$ cat src/rtl/i2cr_pkg.sv
package i2cr_pkg;
   localparam int unsigned ADDR_BITS  = 7;
   localparam int unsigned BYTE_BITS  = 8;
   localparam int unsigned FRAME_BITS = BYTE_BITS + 1;
   localparam logic        DIR_READ   = 1'b1;

   typedef enum logic [2:0] {
      ST_IDLE,
      ST_SETUP,
      ST_START,
      ST_LOW,
      ST_HIGH,
      ST_STOP_LOW,
      ST_STOP_HIGH,
      ST_STOP_REL
   } bus_state_e;
endpackage

$ cat src/rtl/i2cr_half_timer.sv
module i2cr_half_timer #(
   parameter int unsigned DIV_W    = 8,
   parameter int unsigned MIN_HALF = 2
) (
   input  logic             clk,
   input  logic             rst_n,
   input  logic             run,
   input  logic [DIV_W-1:0] cfg_div,
   output logic             tick
);
   localparam logic [DIV_W-1:0] MIN_V = DIV_W'(MIN_HALF);

   logic [DIV_W-1:0] half_len;
   logic [DIV_W-1:0] cnt;

   generate
      if (MIN_HALF > 1) begin : g_clamp
         assign half_len = (cfg_div < MIN_V) ? MIN_V : cfg_div;
      end else begin : g_raw
         assign half_len = (cfg_div == '0) ? DIV_W'(1) : cfg_div;
      end
   endgenerate

   assign tick = run && (cnt == (half_len - 1'b1));

   always_ff @(posedge clk or negedge rst_n) begin
      if (!rst_n) begin
         cnt <= '0;
      end else if (!run || tick) begin
         cnt <= '0;
      end else begin
         cnt <= cnt + 1'b1;
      end
   end
endmodule

$ cat src/rtl/i2cr_in_sync.sv
module i2cr_in_sync #(
   parameter int unsigned STAGES = 2
) (
   input  logic clk,
   input  logic rst_n,
   input  logic d,
   output logic q
);
   generate
      if (STAGES == 0) begin : g_bypass
         assign q = d;
      end else begin : g_chain
         logic [STAGES-1:0] pipe;
         always_ff @(posedge clk or negedge rst_n) begin
            if (!rst_n) begin
               pipe <= '1;
            end else begin
               pipe[0] <= d;
               for (int i = 1; i < int'(STAGES); i++) begin
                  pipe[i] <= pipe[i-1];
               end
            end
         end
         assign q = pipe[STAGES-1];
      end
   endgenerate
endmodule

$ cat src/rtl/i2cr_shreg.sv
module i2cr_shreg #(
   parameter int unsigned W = 8
) (
   input  logic         clk,
   input  logic         rst_n,
   input  logic         load,
   input  logic [W-1:0] load_val,
   input  logic         shift,
   input  logic         sin,
   output logic [W-1:0] q
);
   always_ff @(posedge clk or negedge rst_n) begin
      if (!rst_n) begin
         q <= '0;
      end else if (load) begin
         q <= load_val;
      end else if (shift) begin
         q <= {q[W-2:0], sin};
      end
   end
endmodule

$ cat src/rtl/i2cr_rx_hold.sv
module i2cr_rx_hold #(
   parameter int unsigned W = 8
) (
   input  logic         clk,
   input  logic         rst_n,
   input  logic         load,
   input  logic [W-1:0] din,
   input  logic         pop,
   output logic [W-1:0] dout,
   output logic         ready
);
   always_ff @(posedge clk or negedge rst_n) begin
      if (!rst_n) begin
         dout  <= '0;
         ready <= 1'b0;
      end else if (load) begin
         dout  <= din;
         ready <= 1'b1;
      end else if (pop) begin
         ready <= 1'b0;
      end
   end
endmodule

$ cat src/rtl/i2c_rd_master.sv
module i2c_rd_master
   import i2cr_pkg::*;
#(
   parameter int unsigned DIV_W       = 8,
   parameter int unsigned MIN_HALF    = 2,
   parameter int unsigned SYNC_STAGES = 2
) (
   input  logic                 clk,
   input  logic                 rst_n,
   input  logic                 cmd_valid,
   input  logic                 cmd_start,
   input  logic                 cmd_stop,
   input  logic [ADDR_BITS-1:0] slave_addr,
   input  logic [DIV_W-1:0]     half_period,
   input  logic                 rx_pop,
   output logic [BYTE_BITS-1:0] rx_byte,
   output logic                 rx_ready,
   output logic                 addr_nack,
   output logic                 xfer_done,
   output logic                 scl_pull,
   output logic                 sda_pull,
   input  logic                 sda_in
);
   localparam int unsigned BIT_W = $clog2(FRAME_BITS);
   localparam logic [BIT_W-1:0] ACK_SLOT  = BIT_W'(BYTE_BITS);
   localparam logic [BIT_W-1:0] LAST_DBIT = BIT_W'(BYTE_BITS - 1);

   generate
      if (MIN_HALF < 2) begin : g_bad_min
         $error("MIN_HALF must be at least 2");
      end
      if (MIN_HALF >= (2 ** DIV_W)) begin : g_bad_div
         $error("MIN_HALF does not fit in DIV_W bits");
      end
      if (SYNC_STAGES > 4) begin : g_bad_sync
         $error("SYNC_STAGES above 4 is not supported");
      end
      if (ADDR_BITS + 1 != BYTE_BITS) begin : g_bad_frame
         $error("address frame must fill one byte");
      end
   endgenerate

   bus_state_e           st, st_n;
   logic [BIT_W-1:0]     bit_idx;
   logic                 addr_phase;
   logic                 last_byte;
   logic                 stop_req;
   logic                 done_q;
   logic                 nack_q;
   logic                 scl_q;
   logic                 sda_q;
   logic [ADDR_BITS-1:0] addr_q;
   logic                 tick;
   logic                 sda_s;
   logic                 run;
   logic                 start_go;
   logic                 frame_end;
   logic                 sh_load;
   logic                 sh_shift;
   logic [BYTE_BITS-1:0] sh_q;
   logic                 rx_load;
   logic [BYTE_BITS-1:0] rx_din;

   assign run       = (st != ST_IDLE);
   assign start_go  = cmd_valid && cmd_start && (st == ST_IDLE);
   assign frame_end = (bit_idx == ACK_SLOT);
   assign sh_load   = (st == ST_START) && tick;
   assign sh_shift  = (st == ST_HIGH) && tick && !frame_end;
   assign rx_load   = (st == ST_HIGH) && tick && !addr_phase && (bit_idx == LAST_DBIT);
   assign rx_din    = {sh_q[BYTE_BITS-2:0], sda_s};

   i2cr_half_timer #(.DIV_W(DIV_W), .MIN_HALF(MIN_HALF)) u_timer (
      .clk    (clk),
      .rst_n  (rst_n),
      .run    (run),
      .cfg_div(half_period),
      .tick   (tick)
   );

   i2cr_in_sync #(.STAGES(SYNC_STAGES)) u_sync (
      .clk  (clk),
      .rst_n(rst_n),
      .d    (sda_in),
      .q    (sda_s)
   );

   i2cr_shreg #(.W(BYTE_BITS)) u_shift (
      .clk     (clk),
      .rst_n   (rst_n),
      .load    (sh_load),
      .load_val({addr_q, DIR_READ}),
      .shift   (sh_shift),
      .sin     (sda_s),
      .q       (sh_q)
   );

   i2cr_rx_hold #(.W(BYTE_BITS)) u_hold (
      .clk  (clk),
      .rst_n(rst_n),
      .load (rx_load),
      .din  (rx_din),
      .pop  (rx_pop),
      .dout (rx_byte),
      .ready(rx_ready)
   );

   // Phase sequencing: every bus phase lasts one timer period.
   always_comb begin
      st_n = st;
      case (st)
         ST_IDLE:      if (start_go) st_n = ST_SETUP;
         ST_SETUP:     if (tick) st_n = ST_START;
         ST_START:     if (tick) st_n = ST_LOW;
         ST_LOW:       if (tick) st_n = ST_HIGH;
         ST_HIGH: begin
            if (tick) begin
               if (frame_end && (addr_phase ? sda_s : last_byte)) begin
                  st_n = ST_STOP_LOW;
               end else begin
                  st_n = ST_LOW;
               end
            end
         end
         ST_STOP_LOW:  if (tick) st_n = ST_STOP_HIGH;
         ST_STOP_HIGH: if (tick) st_n = ST_STOP_REL;
         ST_STOP_REL:  if (tick) st_n = ST_IDLE;
         default:      st_n = ST_IDLE;
      endcase
   end

   always_ff @(posedge clk or negedge rst_n) begin
      if (!rst_n) begin
         st         <= ST_IDLE;
         bit_idx    <= '0;
         addr_phase <= 1'b1;
         last_byte  <= 1'b0;
         stop_req   <= 1'b0;
         done_q     <= 1'b1;
         nack_q     <= 1'b0;
         scl_q      <= 1'b0;
         sda_q      <= 1'b0;
         addr_q     <= '0;
      end else begin
         st    <= st_n;
         scl_q <= (st_n == ST_LOW) || (st_n == ST_STOP_LOW);

         if (start_go) begin
            done_q     <= 1'b0;
            nack_q     <= 1'b0;
            stop_req   <= cmd_stop;
            addr_q     <= slave_addr;
            addr_phase <= 1'b1;
            bit_idx    <= '0;
         end else if (cmd_valid && cmd_stop && run) begin
            stop_req <= 1'b1;
         end

         // SDA moves one clock into a phase, never on an SCL edge.
         case (st)
            ST_SETUP: sda_q <= 1'b0;
            ST_START: sda_q <= 1'b1;
            ST_LOW: begin
               if (frame_end) begin
                  sda_q <= !addr_phase && !last_byte;
               end else begin
                  sda_q <= addr_phase && !sh_q[BYTE_BITS-1];
               end
            end
            ST_HIGH: begin
               if (tick) begin
                  if (!frame_end) begin
                     bit_idx <= bit_idx + 1'b1;
                  end else begin
                     bit_idx    <= '0;
                     addr_phase <= 1'b0;
                     last_byte  <= stop_req;
                     if (addr_phase && sda_s) begin
                        nack_q <= 1'b1;
                     end
                  end
               end
            end
            ST_STOP_LOW, ST_STOP_HIGH: sda_q <= 1'b1;
            ST_STOP_REL: begin
               sda_q <= 1'b0;
               if (tick) begin
                  done_q   <= 1'b1;
                  stop_req <= 1'b0;
               end
            end
            default: ;
         endcase
      end
   end

   assign scl_pull  = scl_q;
   assign sda_pull  = sda_q;
   assign xfer_done = done_q;
   assign addr_nack = nack_q;
endmodule

$ cat config.mk
export PLATFORM = sky130hd
export DESIGN_NAME = i2c_rd_master
export DESIGN_NICKNAME = d
export VERILOG_FILES = /design/src/rtl/i2cr_pkg.sv /design/src/rtl/i2cr_half_timer.sv /design/src/rtl/i2cr_in_sync.sv /design/src/rtl/i2cr_shreg.sv /design/src/rtl/i2cr_rx_hold.sv /design/src/rtl/i2c_rd_master.sv
export SDC_FILE = /design/constraint.sdc
export NUM_CORES = 1
export LEC_CHECK = 0
export ABC_AREA = 1
export BUFFER_PORTS_ARGS = -buffer_cell sky130_fd_sc_hd__buf_2
export CORE_UTILIZATION = 30
export DETAILED_ROUTE_END_ITERATION = 8
export PLACE_DENSITY = 0.48
export SYNTH_ARGS = -nofsm -noshare
export SYNTH_HDL_FRONTEND = slang
export SYNTH_SLANG_ARGS = --single-unit
$ cat constraint.sdc
create_clock -name clk -period 4.1 [get_ports clk]
set_input_delay 0.615 -clock clk [delete_from_list [all_inputs] [get_ports clk]]
set_output_delay 0.615 -clock clk [all_outputs]
set_load 0.01 [all_outputs]
# After elaboration in Yosys (flattened, before gate mapping)
# Cells that the tools add are included.
classes:
  n_mux: 39
  n_reduce_logical: 29
  magnitude_cmp: 1
  addsub: 3
  eq_ne: 12
op_table:
  columns: ["cell", "count"]
  rows:
  - ["$mux 8", 4]
  - ["$mux 3", 9]
  - ["$pmux 3 s8", 1]
  - ["$mux 1", 20]
  - ["$mux 4", 4]
  - ["$eq 3x3->1 const B", 5]
  - ["$logic_and 1x1->1", 14]
  - ["$eq 3x2->1 const B", 3]
  - ["$add 8x1->8 const B", 1]
  - ["$eq 8x8->1", 1]
  - ["$lt 8x2->1 const B", 1]
  - ["$sub 8x1->8 const B", 1]
  - ["$reduce_bool 3->1", 2]
  - ["$logic_not 1->1", 5]
  - ["$add 4x1->4 const B", 1]
  - ["$eq 4x3->1 const B", 1]
  - ["$eq 4x4->1 const B", 1]
  - ["$reduce_bool 2->1", 2]
  - ["$eq 3x1->1 const B", 1]
  - ["$logic_not 3->1", 1]
  - ["$pmux 1 s3", 1]
  - ["$reduce_and 3->1", 1]
  - ["$reduce_or 3->1", 1]
  - ["$logic_or 1x1->1", 2]
  - ["$reduce_or 2->1", 1]
totals:
  register_bits: 48
  inputBits: 22

# Depth between registers and ports, before layout
# Gate-level depths: netlist of run 1.
depth:
  ltp_word: 9
  ltp_mapped: 22
  ltp_nobuf: 22

# Modules after synthesis
# Synthesis of run 1 repeated with hierarchy kept, for this count alone.
hier_totals:
  hier_cells: 322
  area_unflattened_um2: 2587.5
by_module_without_submodules:
  columns: ["mod", "area_each_um2", "cells_per_inst", "n_inst"]
  rows:
  - ["i2c_rd_master", 1099.8, 123, 1]
  - ["i2cr_half_timer", 719.4, 115, 1]
  - ["i2cr_shreg", 374.1, 44, 1]
  - ["i2cr_rx_hold", 341.6, 38, 1]
  - ["i2cr_in_sync", 52.6, 2, 1]

# Worst setup path after synthesis of run 1
# No wires, ideal clock.
synth_path:
  path_type: "input -> register"
  start: "input port half_period[5]"
  end: "register u_shift.q[1]"
  arrival_ns: 2.568
  path_buffers: 0
  setup_time_ns: 0.117
  t_required_ns: 3.983
  stages: 19
  setup_slack_ns: 1.415
  cell_sequence: "nor2_2 -> nand2_1 -> nor2_1 -> nor2_1 -> ha_1 -> xor2_1 -> nand3_1 -> nor2_1 -> nand2_1 -> nor2_1 -> nand2_1 -> nor2_4 -> nand3_2 -> clkinv_2 -> nand2_4 -> nand2_4 -> inv_2 -> nand2_1 -> nand2_1"
synth_between:
  elab_chain_len: 8
  word_cells_on_any_way: 10
  classes_between: "1 x add/sub; 1 x order compare; 1 x eq/ne; 2 x mux; 5 x reduce/logical"
synth_lines:
  columns: ["element", "line", "source"]
  rows:
  - ["from (decl)", "i2c_rd_master.sv:14", "input logic [DIV_W-1:0] half_period,"]
  - ["$lt 8x2->1", "i2cr_half_timer.sv:18", "assign half_len = (cfg_div < MIN_V) ? MIN_V : cfg_div;"]
  - ["$mux 8 *", "i2cr_half_timer.sv:18", null]
  - ["$sub 8x1->8 *", "i2cr_half_timer.sv:24", "assign tick = run && (cnt == (half_len - 1'b1));"]
  - ["$eq 8x8->1 *", "i2cr_half_timer.sv:24", null]
  - ["$logic_and 1x1->1 *", "i2cr_half_timer.sv:24", null]
  - ["$logic_and 1x1->1 (2 in series)", "i2c_rd_master.sv:68", "assign sh_shift = (st == ST_HIGH) && tick && !frame_end;"]
  - ["$reduce_bool 2->1 (no line)", null, null]
  - ["to (signal assigned)", "i2cr_shreg.sv:16", "q <= load_val;"]
  - ["to (signal assigned)", "i2cr_shreg.sv:18", "q <= {q[W-2:0], sin};"]
  - ["to (decl)", "i2cr_shreg.sv:10", "output logic [W-1:0] q"]
# Every way passes the cells marked *; elsewhere a longest branch is shown, timed or not.
# A chain may end at the register's enable or synchronous reset.

# Final worst setup path of run 1
# Same ends and word-level chain as after synthesis.

==> results of run 1 <==
## cells in the final DEF (no fill, tap or decap), types with 2 or more instances in the layout
| master | n |
|---|---|
| a21oi_1 | 5 |
| nand2_2 | 2 |
| dfrtp_1 | 44 |
| nand4_1 | 6 |
| nand2_4 | 3 |
| nand3_2 | 3 |
| nor2_2 | 3 |
| xor2_1 | 6 |
| inv_2 | 6 |
| nand3_1 | 20 |
| o21ai_0 | 14 |
| nor3_1 | 5 |
| dfstp_2 | 4 |
| nor2_4 | 3 |
| nor3b_1 | 3 |
| xnor2_1 | 2 |
| inv_1 | 35 |
| nand2_1 | 135 |
| clkbuf_8 | 7 |
| ha_1 | 4 |
| nor2_1 | 20 |
| o31ai_1 | 3 |
| buf_2 | 34 |
## registers in the layout, summed over array words and instances, names as in the netlist, 2 cells and up
name and cells:
addr_q 7, bit_idx 4, st 3, u_hold.dout 8
u_shift.q 8, u_sync.g_chain.pipe 2, u_timer.cnt 8
## power by group
group | total, W | switching [W] | internal [W]
Sequential | 0.000663 | 0.0000876 | 0.000576
Combinational | 0.000358 | 0.000214 | 0.000144
Clock | 0.000307 | 0.000153 | 0.000154
Total | 0.00133 | 0.000454 | 0.000874
## layout make-up
class	count	area, sq um	area share
clock buffers	8	100.1	0.03366
inverters	42	158.9	0.05343
multi-input cells	244	1207	0.4060
flip-flops and latches	48	1206	0.4056
well taps	105	131.4	0.04417
repair buffers	34	170.2	0.05721
## per-layer routing
layer | vias up | routed length (um) | share of wire | global-route usage
li1 | 1139 | - | - | -
met1 | 974 | 2925 | 0.53 | 0.2014
met2 | 35 | 2273 | 0.41 | 0.2044
met3 | 9 | 203 | 0.037 | 0.02899
met4 | 0 | 76 | 0.014 | 0.03788
met5 | - | 0 | 0 | 0
## metrics by stage
| step | power, W | area, sq um | hold slack, ps | instances | setup slack [ps] |
|---|---|---|---|---|---|
| after floorplan | 0.0009256 | 2580 | 319.4 | 336 | 1415 |
| after CTS | 0.001349 | 2974 | 360.0 | 481 | 1321 |
| after global routing | 0.001448 | 2974 | 363.5 | 481 | 938.9 |
| after global placement | 0.001031 | 2874 | 346.5 | 473 | 1069 |
| after detailed placement | 0.001036 | 2874 | 347.5 | 473 | 1012 |
| final | 0.001328 | 2974 | 358.8 | 481 | 1313 |
## logic make-up after synthesis
group                      Yosys count  share of synthesized area
buffers and inverters               44                    0.06450
AOI/OAI and AO/OA                   25                    0.05335
adders and majority gates            4                    0.01940
and+or+nand+nor                    206                     0.3574
xor gates and xnor gates             9                    0.03783
DFF                                 48                     0.4675
## synthesized netlist by cell type
cell,n
inv_1,35
and3_1,1
nor3b_1,3
nor3_1,5
nand2_2,2
clkbuf_1,2
o21ai_1,1
o22ai_1,1
xor2_1,6
nand3_1,20
nor2_2,3
nand3b_1,1
o21ai_0,14
xnor2_1,2
nand2_4,3
nor2_1,20
xor2_4,1
o21ai_2,1
ha_1,4
nand4_1,6
nand3_2,3
nor2_4,3
nand4_2,1
inv_2,6
a21oi_1,5
clkinv_2,1
dfstp_2,4
dfrtp_1,44
o31ai_1,3
nand2_1,135
## final timing paths
kind,endpoint,slack (ps),cells past startpoint
max,u_shift.q[1]$_DFFE_PN0P_,1310,22
min,u_sync.g_chain.pipe[1]$_DFF_PN1_,360,0
max reg2reg,u_shift.q[1]$_DFFE_PN0P_,2030,18
min reg2reg,u_sync.g_chain.pipe[1]$_DFF_PN1_,360,0
max in group asynchronous,u_timer.cnt[2]$_DFF_PN0_,2940,1
min in group asynchronous,u_hold.dout[6]$_DFFE_PN0P_,500,1
==> out/qor.yml, run 1 <==
setup_path:
  cp_top_family: "simple AND/OR/NAND/NOR gates"
  slowest_delay_ps: 250
  critPathMaxFanout: 10
  crit_chain: "buf_2 -> nor2_2 -> nand2_1 -> nor2_1 -> nor2_1 -> ha_1 -> inv_1 -> nand2_1 -> nand3b_1 -> nand3_1 -> nor2_1 -> nand2_1 -> nor2_1 -> nand2_1 -> nor2_4 -> nand3_2 -> clkinv_2 -> nand2_4 -> nand2_4 -> inv_2 -> nand2_1 -> nand2_1"
  worst_path_most_repeated_cell: "nand2_1"
  cp_num_buf_inv: 4
  critPathLaunch: "half_period[5]"
  cp-start-kind: "input pin"
  worstSetupPathType: "in2reg"
  critPathRequiredTime_ps: 4290
  critPathCaptureType: "flip-flop"
  r2r-start: "u_timer.cnt[6]$_DFF_PN0_"
  cp.arrival_ps: 2980
  crit_slowest_cell: "nor2_4"
min_path:
  hp-start: "u_sync.g_chain.pipe[0]$_DFF_PN1_"
  min-delay-path-class: "reg2reg"
power_and_ir_drop:
  irDropWorstVdd_v: 0.0002279
  p_per_area_nw_per_um2: 446.5
  p_leak_nw: 1.619
timing:
  layout_min_cycle_time_ps: 2787
  setup_tns_ps: 0
  period_share: 0.6798
  hold_violations: 0
  rsz0062_at_grt: "no"
  worst_pin_slew_ps: 1068
  fmax_mhz: 358.8
  relSlewSlack: 0.2880
  finClkSkew_ps: 5.982
  drv_slew: 0
  finalSetupViolCount: 0
layout:
  drive_above_1_share: 0.1835
  fin_nets: 401
  final_util: 0.3602
  syn2layout_area_growth_pct: 15.28
  n_fill_cell: 891
  antenna_cells: 0
clocking:
  hold_buffers: 0
  insertion_delay_ps: 300
  clockBufferDepth: 2
  htreeDepth: 2
  cts_root_buffer: "clkbuf_8"
  cts_sinks: 48
  cts_tree: "done"
  post_cts_resized: 0
  clk_pin_slew_ps: 80
  cts_made_buffers: 5
  postCtsSetupRepairBufs: 0
floorplanning:
  die_h_um: 94.74
  chipWidth_um: 94.74
  core_sq_um: 8258
  die-area_sq_um: 8975
  start_util: 0.3124
  rows: 33
  io_pins: 35
routing:
  drt_wl_total_mm: 5.479
  ant_nets: 0
  firstDrtPassIters: 4
  num_vias: 2157
  drtIter0Drc: 96
  wl_per_cell_um: 11.39
  drcViolationCount: 0
  routed_via_density: 4.484
place:
  dp_hpwl_mm: 4.105
  port-buffer-count: 34
  place_congestion: 0.8484
logic_synthesis:
  yosys-top-cells-area: "dfrtp_1 43%, nand2_1 20%, inv_1 5.1%"
  syn_inst: 336
  yosys.cell_types.count: 30
  synthDominantCellAreaShare: 0.4268
  syn_area_sq_um: 2580
  seq_area_frac_synth: 0.4675
  yosysTopAreaCell: "dfrtp_1"
  syn_area_per_cell_sq_um: 7.678
  ys_ff_latch: 48
  ys_warn_count: 0
  synth_nets: 362
status:
  outcome: "finished clean"
global_routing:
  grt_max_degree: 49
  grt_first_pass_wirelength_mm: 9.611
  gr-total-overflow: 0
  gr-usage-all-layers: 0.1378
  grt_antenna_before_repair: 0
  grt_pass1_vias: 2017
run:
  drv_cap: 0
No activity file was read; power rests on OpenSTA's default activity.
==> run 2: changes to the inputs <==
==> constraint.sdc (replaced) <==
create_clock -name clk -period 2.6 [get_ports clk]
set_input_delay 0.39 -clock clk [delete_from_list [all_inputs] [get_ports clk]]
set_output_delay 0.39 -clock clk [all_outputs]
set_load 0.01 [all_outputs]
==> out/qor.yml, run 2 (synthesized netlist as in run 1, its figures left out) <==
status:
  outcome: "finished clean"  # unchanged
layout:
  antenna_cells: 0  # unchanged
  n_fill_cell: 880  # was 891
  final_cell_mix: "134 x nand2_1, 44 x dfrtp_1, 35 x inv_1, 34 x buf_2, 20 x nand3_1"  # was 135 x nand2_1, 44 x dfrtp_1, 35 x inv_1, 34 x buf_2
  stdcell_area_sq_um: 3162  # was 2974 sq um
  fin_nets: 422  # was 401
  syn2layout_area_growth_pct: 22.55  # was 15.28%
  final_util: 0.3829  # was 0.3602
  largestRegisters: "u_hold.dout: 8 flops, u_shift.q: 8 flops, u_timer.cnt: 8 flops"  # unchanged
  drive_above_1_share: 0.2343  # was 0.1835
  layout.cells.most_common: "nand2_1"  # unchanged
routing:
  ant_nets: 0  # unchanged
  drt_wl_total_mm: 5.525  # was 5.479 mm
  wl_per_cell_um: 11.01  # was 11.39 um
  top_layer: "met4"  # unchanged
  firstDrtPassIters: 6  # was 4
  met3WireLength_um: 207  # was 203 um
  dr_wl_met2_mm: 2.429  # was 2.273 mm
  num_vias: 2194  # was 2157
  routed_via_density: 4.371  # was 4.484
  drtIter0Drc: 124  # was 96
  wirelength_met1_mm: 2.859  # was 2.925 mm
  drcViolationCount: 0  # unchanged
timing:
  final.setup.worst_slack_ps: 210.0  # was 1313 ps
  hold_violations: 0  # unchanged
  finClkSkew_ps: 8.888  # was 5.982 ps
  layout_min_cycle_time_ps: 2390
  period_share: 0.9192
  finalSetupViolCount: 0  # unchanged
  worst_pin_slew_ps: 605.6  # was 1068 ps
  whs_ps: 177.1  # was 358.8 ps
  drv_slew: 0  # unchanged
  relSlewSlack: 0.5962  # was 0.2880
  fmax_mhz: 418.4
floorplanning:
  die-area_sq_um: 8975  # unchanged
  start_util: 0.3124  # unchanged
  core_sq_um: 8258  # unchanged
  chipWidth_um: 94.74  # unchanged
  io_pins: 35  # unchanged
  rows: 33  # unchanged
  die_h_um: 94.74  # unchanged
place:
  dp_hpwl_mm: 4.112  # was 4.105 mm
  port-buffer-count: 34  # unchanged
  placed_cell_area_sq_um: 3022  # was 2874 sq um
  place_congestion: 0.8112  # was 0.8484
  pre_cts_slack_ps: -195.9  # was 1012 ps
global_routing:
  grt_max_degree: 49  # unchanged
  grt_first_pass_wirelength_mm: 9.742  # was 9.611 mm
  gr-total-overflow: 0  # unchanged
  grt_pass1_vias: 2174  # was 2017
  grt_antenna_before_repair: 0  # unchanged
  gr-usage-all-layers: 0.1372  # was 0.1378
setup_path:
  cp.arrival_ps: 2580  # was 2980 ps
  cp-start-kind: "input pin"  # unchanged
  critPathMaxFanout: 7  # was 10
  critPathCaptureType: "flip-flop"  # unchanged
  critPathRequiredTime_ps: 2790  # was 4290 ps
  worstSetupPathType: "in2reg"  # unchanged
clocking:
  clockBufferDepth: 2  # unchanged
  hold_buffers: 0  # unchanged
  clk_pin_slew_ps: 90  # was 80 ps
  insertion_delay_ps: 290  # was 300 ps
  cts_sinks: 48  # unchanged
  cts_tree: "done"  # unchanged
  cts_root_buffer: "clkbuf_8"  # unchanged
  htreeDepth: 2  # unchanged
  cts_made_buffers: 5  # unchanged
power_and_ir_drop:
  p_leak_nw: 1.725  # was 1.619 nW
  irDropWorstVdd_v: 0.0003882  # was 0.0002279 V
  p_per_area_nw_per_um2: 687.0  # was 446.5 nW/um^2
run:
  drv_cap: 0  # unchanged
min_path:
  min-delay-path-class: "in2async"  # was reg2reg
==> run 2: cell types whose count changed in the layout (fill, tap and decap cells not counted) <==
cell	before	now
buf_4	0	19
nor2_2	3	6
nand2_2	2	3
bufinv_16	0	1
buf_12	0	1
nand2_1	135	134
clkbuf_8	7	5
nor2_1	20	18
inv_4	0	2
inv_2	6	5
==> run 2: path summary, 6_finish.rpt <==
| kind | from | endpoint | slack [ps] | cells past startpoint |
|---|---|---|---|---|
| worst max-delay path | half_period[6] | u_shift.q[7]$_DFFE_PN0P_ | 210 | 22 |
| worst min-delay path | rst_n | u_hold.dout[4]$_DFFE_PN0P_ | 180 | 2 |
| worst max register to register | u_timer.cnt[6]$_DFF_PN0_ | u_shift.q[7]$_DFFE_PN0P_ | 620 | 18 |
| worst min register to register | u_sync.g_chain.pipe[0]$_DFF_PN1_ | u_sync.g_chain.pipe[1]$_DFF_PN1_ | 360 | 0 |
| max in group asynchronous | rst_n | u_timer.cnt[5]$_DFF_PN0_ | 2010 | 2 |
| min in group clk | sda_in | u_sync.g_chain.pipe[0]$_DFF_PN1_ | 180 | 1 |
==> run 2: final cells by class <==
cell class / instances / area [sq um] / area share
Inverter: 42 / 162.7 / 0.05144
Clock buffer: 6 / 72.57 / 0.02295
Clock inverter: 2 / 35.03 / 0.01108
Multi-Input combinational cell: 245 / 1221 / 0.3862
Timing Repair Buffer: 54 / 332.8 / 0.1053
Tap cell: 105 / 131.4 / 0.04155
Sequential cell: 48 / 1206 / 0.3815
==> run 2: per-stage QoR <==
step           instances  TNS [ps]  total power, W
2_1_floorplan        336         0        0.001460
4_1_cts              499         0        0.002195
5_1_grt              502    -2.833        0.002356
3_5_place_dp         491     -3190        0.001657
3_3_place_gp         491     -3197        0.001649
6_report             502         0        0.002172
==> run 2: metal layers <==
metal	global-route usage	up-vias
li1	-	1172
met1	0.1885	978
met2	0.2236	42
met3	0.02415	2
met4	0.03283	0
met5	0	-
==> run 2: repair_timing <==
action / in CTS / in global routing
buffers inserted: 0 / 2
hold endpoints to repair: 0 / 0
setup endpoints to repair: 0 / 20
resized for setup: 0 / 5
==> run 2: critical path, stage by stage <==
cell,delay [ps]
buf_2,100
nor2_1,120
nand2_1,100
nor2_2,130
nor2_1,70
ha_1,200
inv_1,90
nand2_1,70
nand3b_1,90
nand3_1,90
nor2_1,100
nand2_1,50
nor2_1,100
nand2_2,90
nor2_4,170
nand3_2,130
inv_4,120
nand2_4,70
nand2_4,90
inv_2,80
nand2_1,60
nand2_1,40
==> run 2: report_power, final <==
group / total [W] / switching, W / internal (W)
registers: 0.00104 / 0.000137 / 0.000908
clock network: 0.000530 / 0.000244 / 0.000286
logic: 0.000598 / 0.000355 / 0.000243
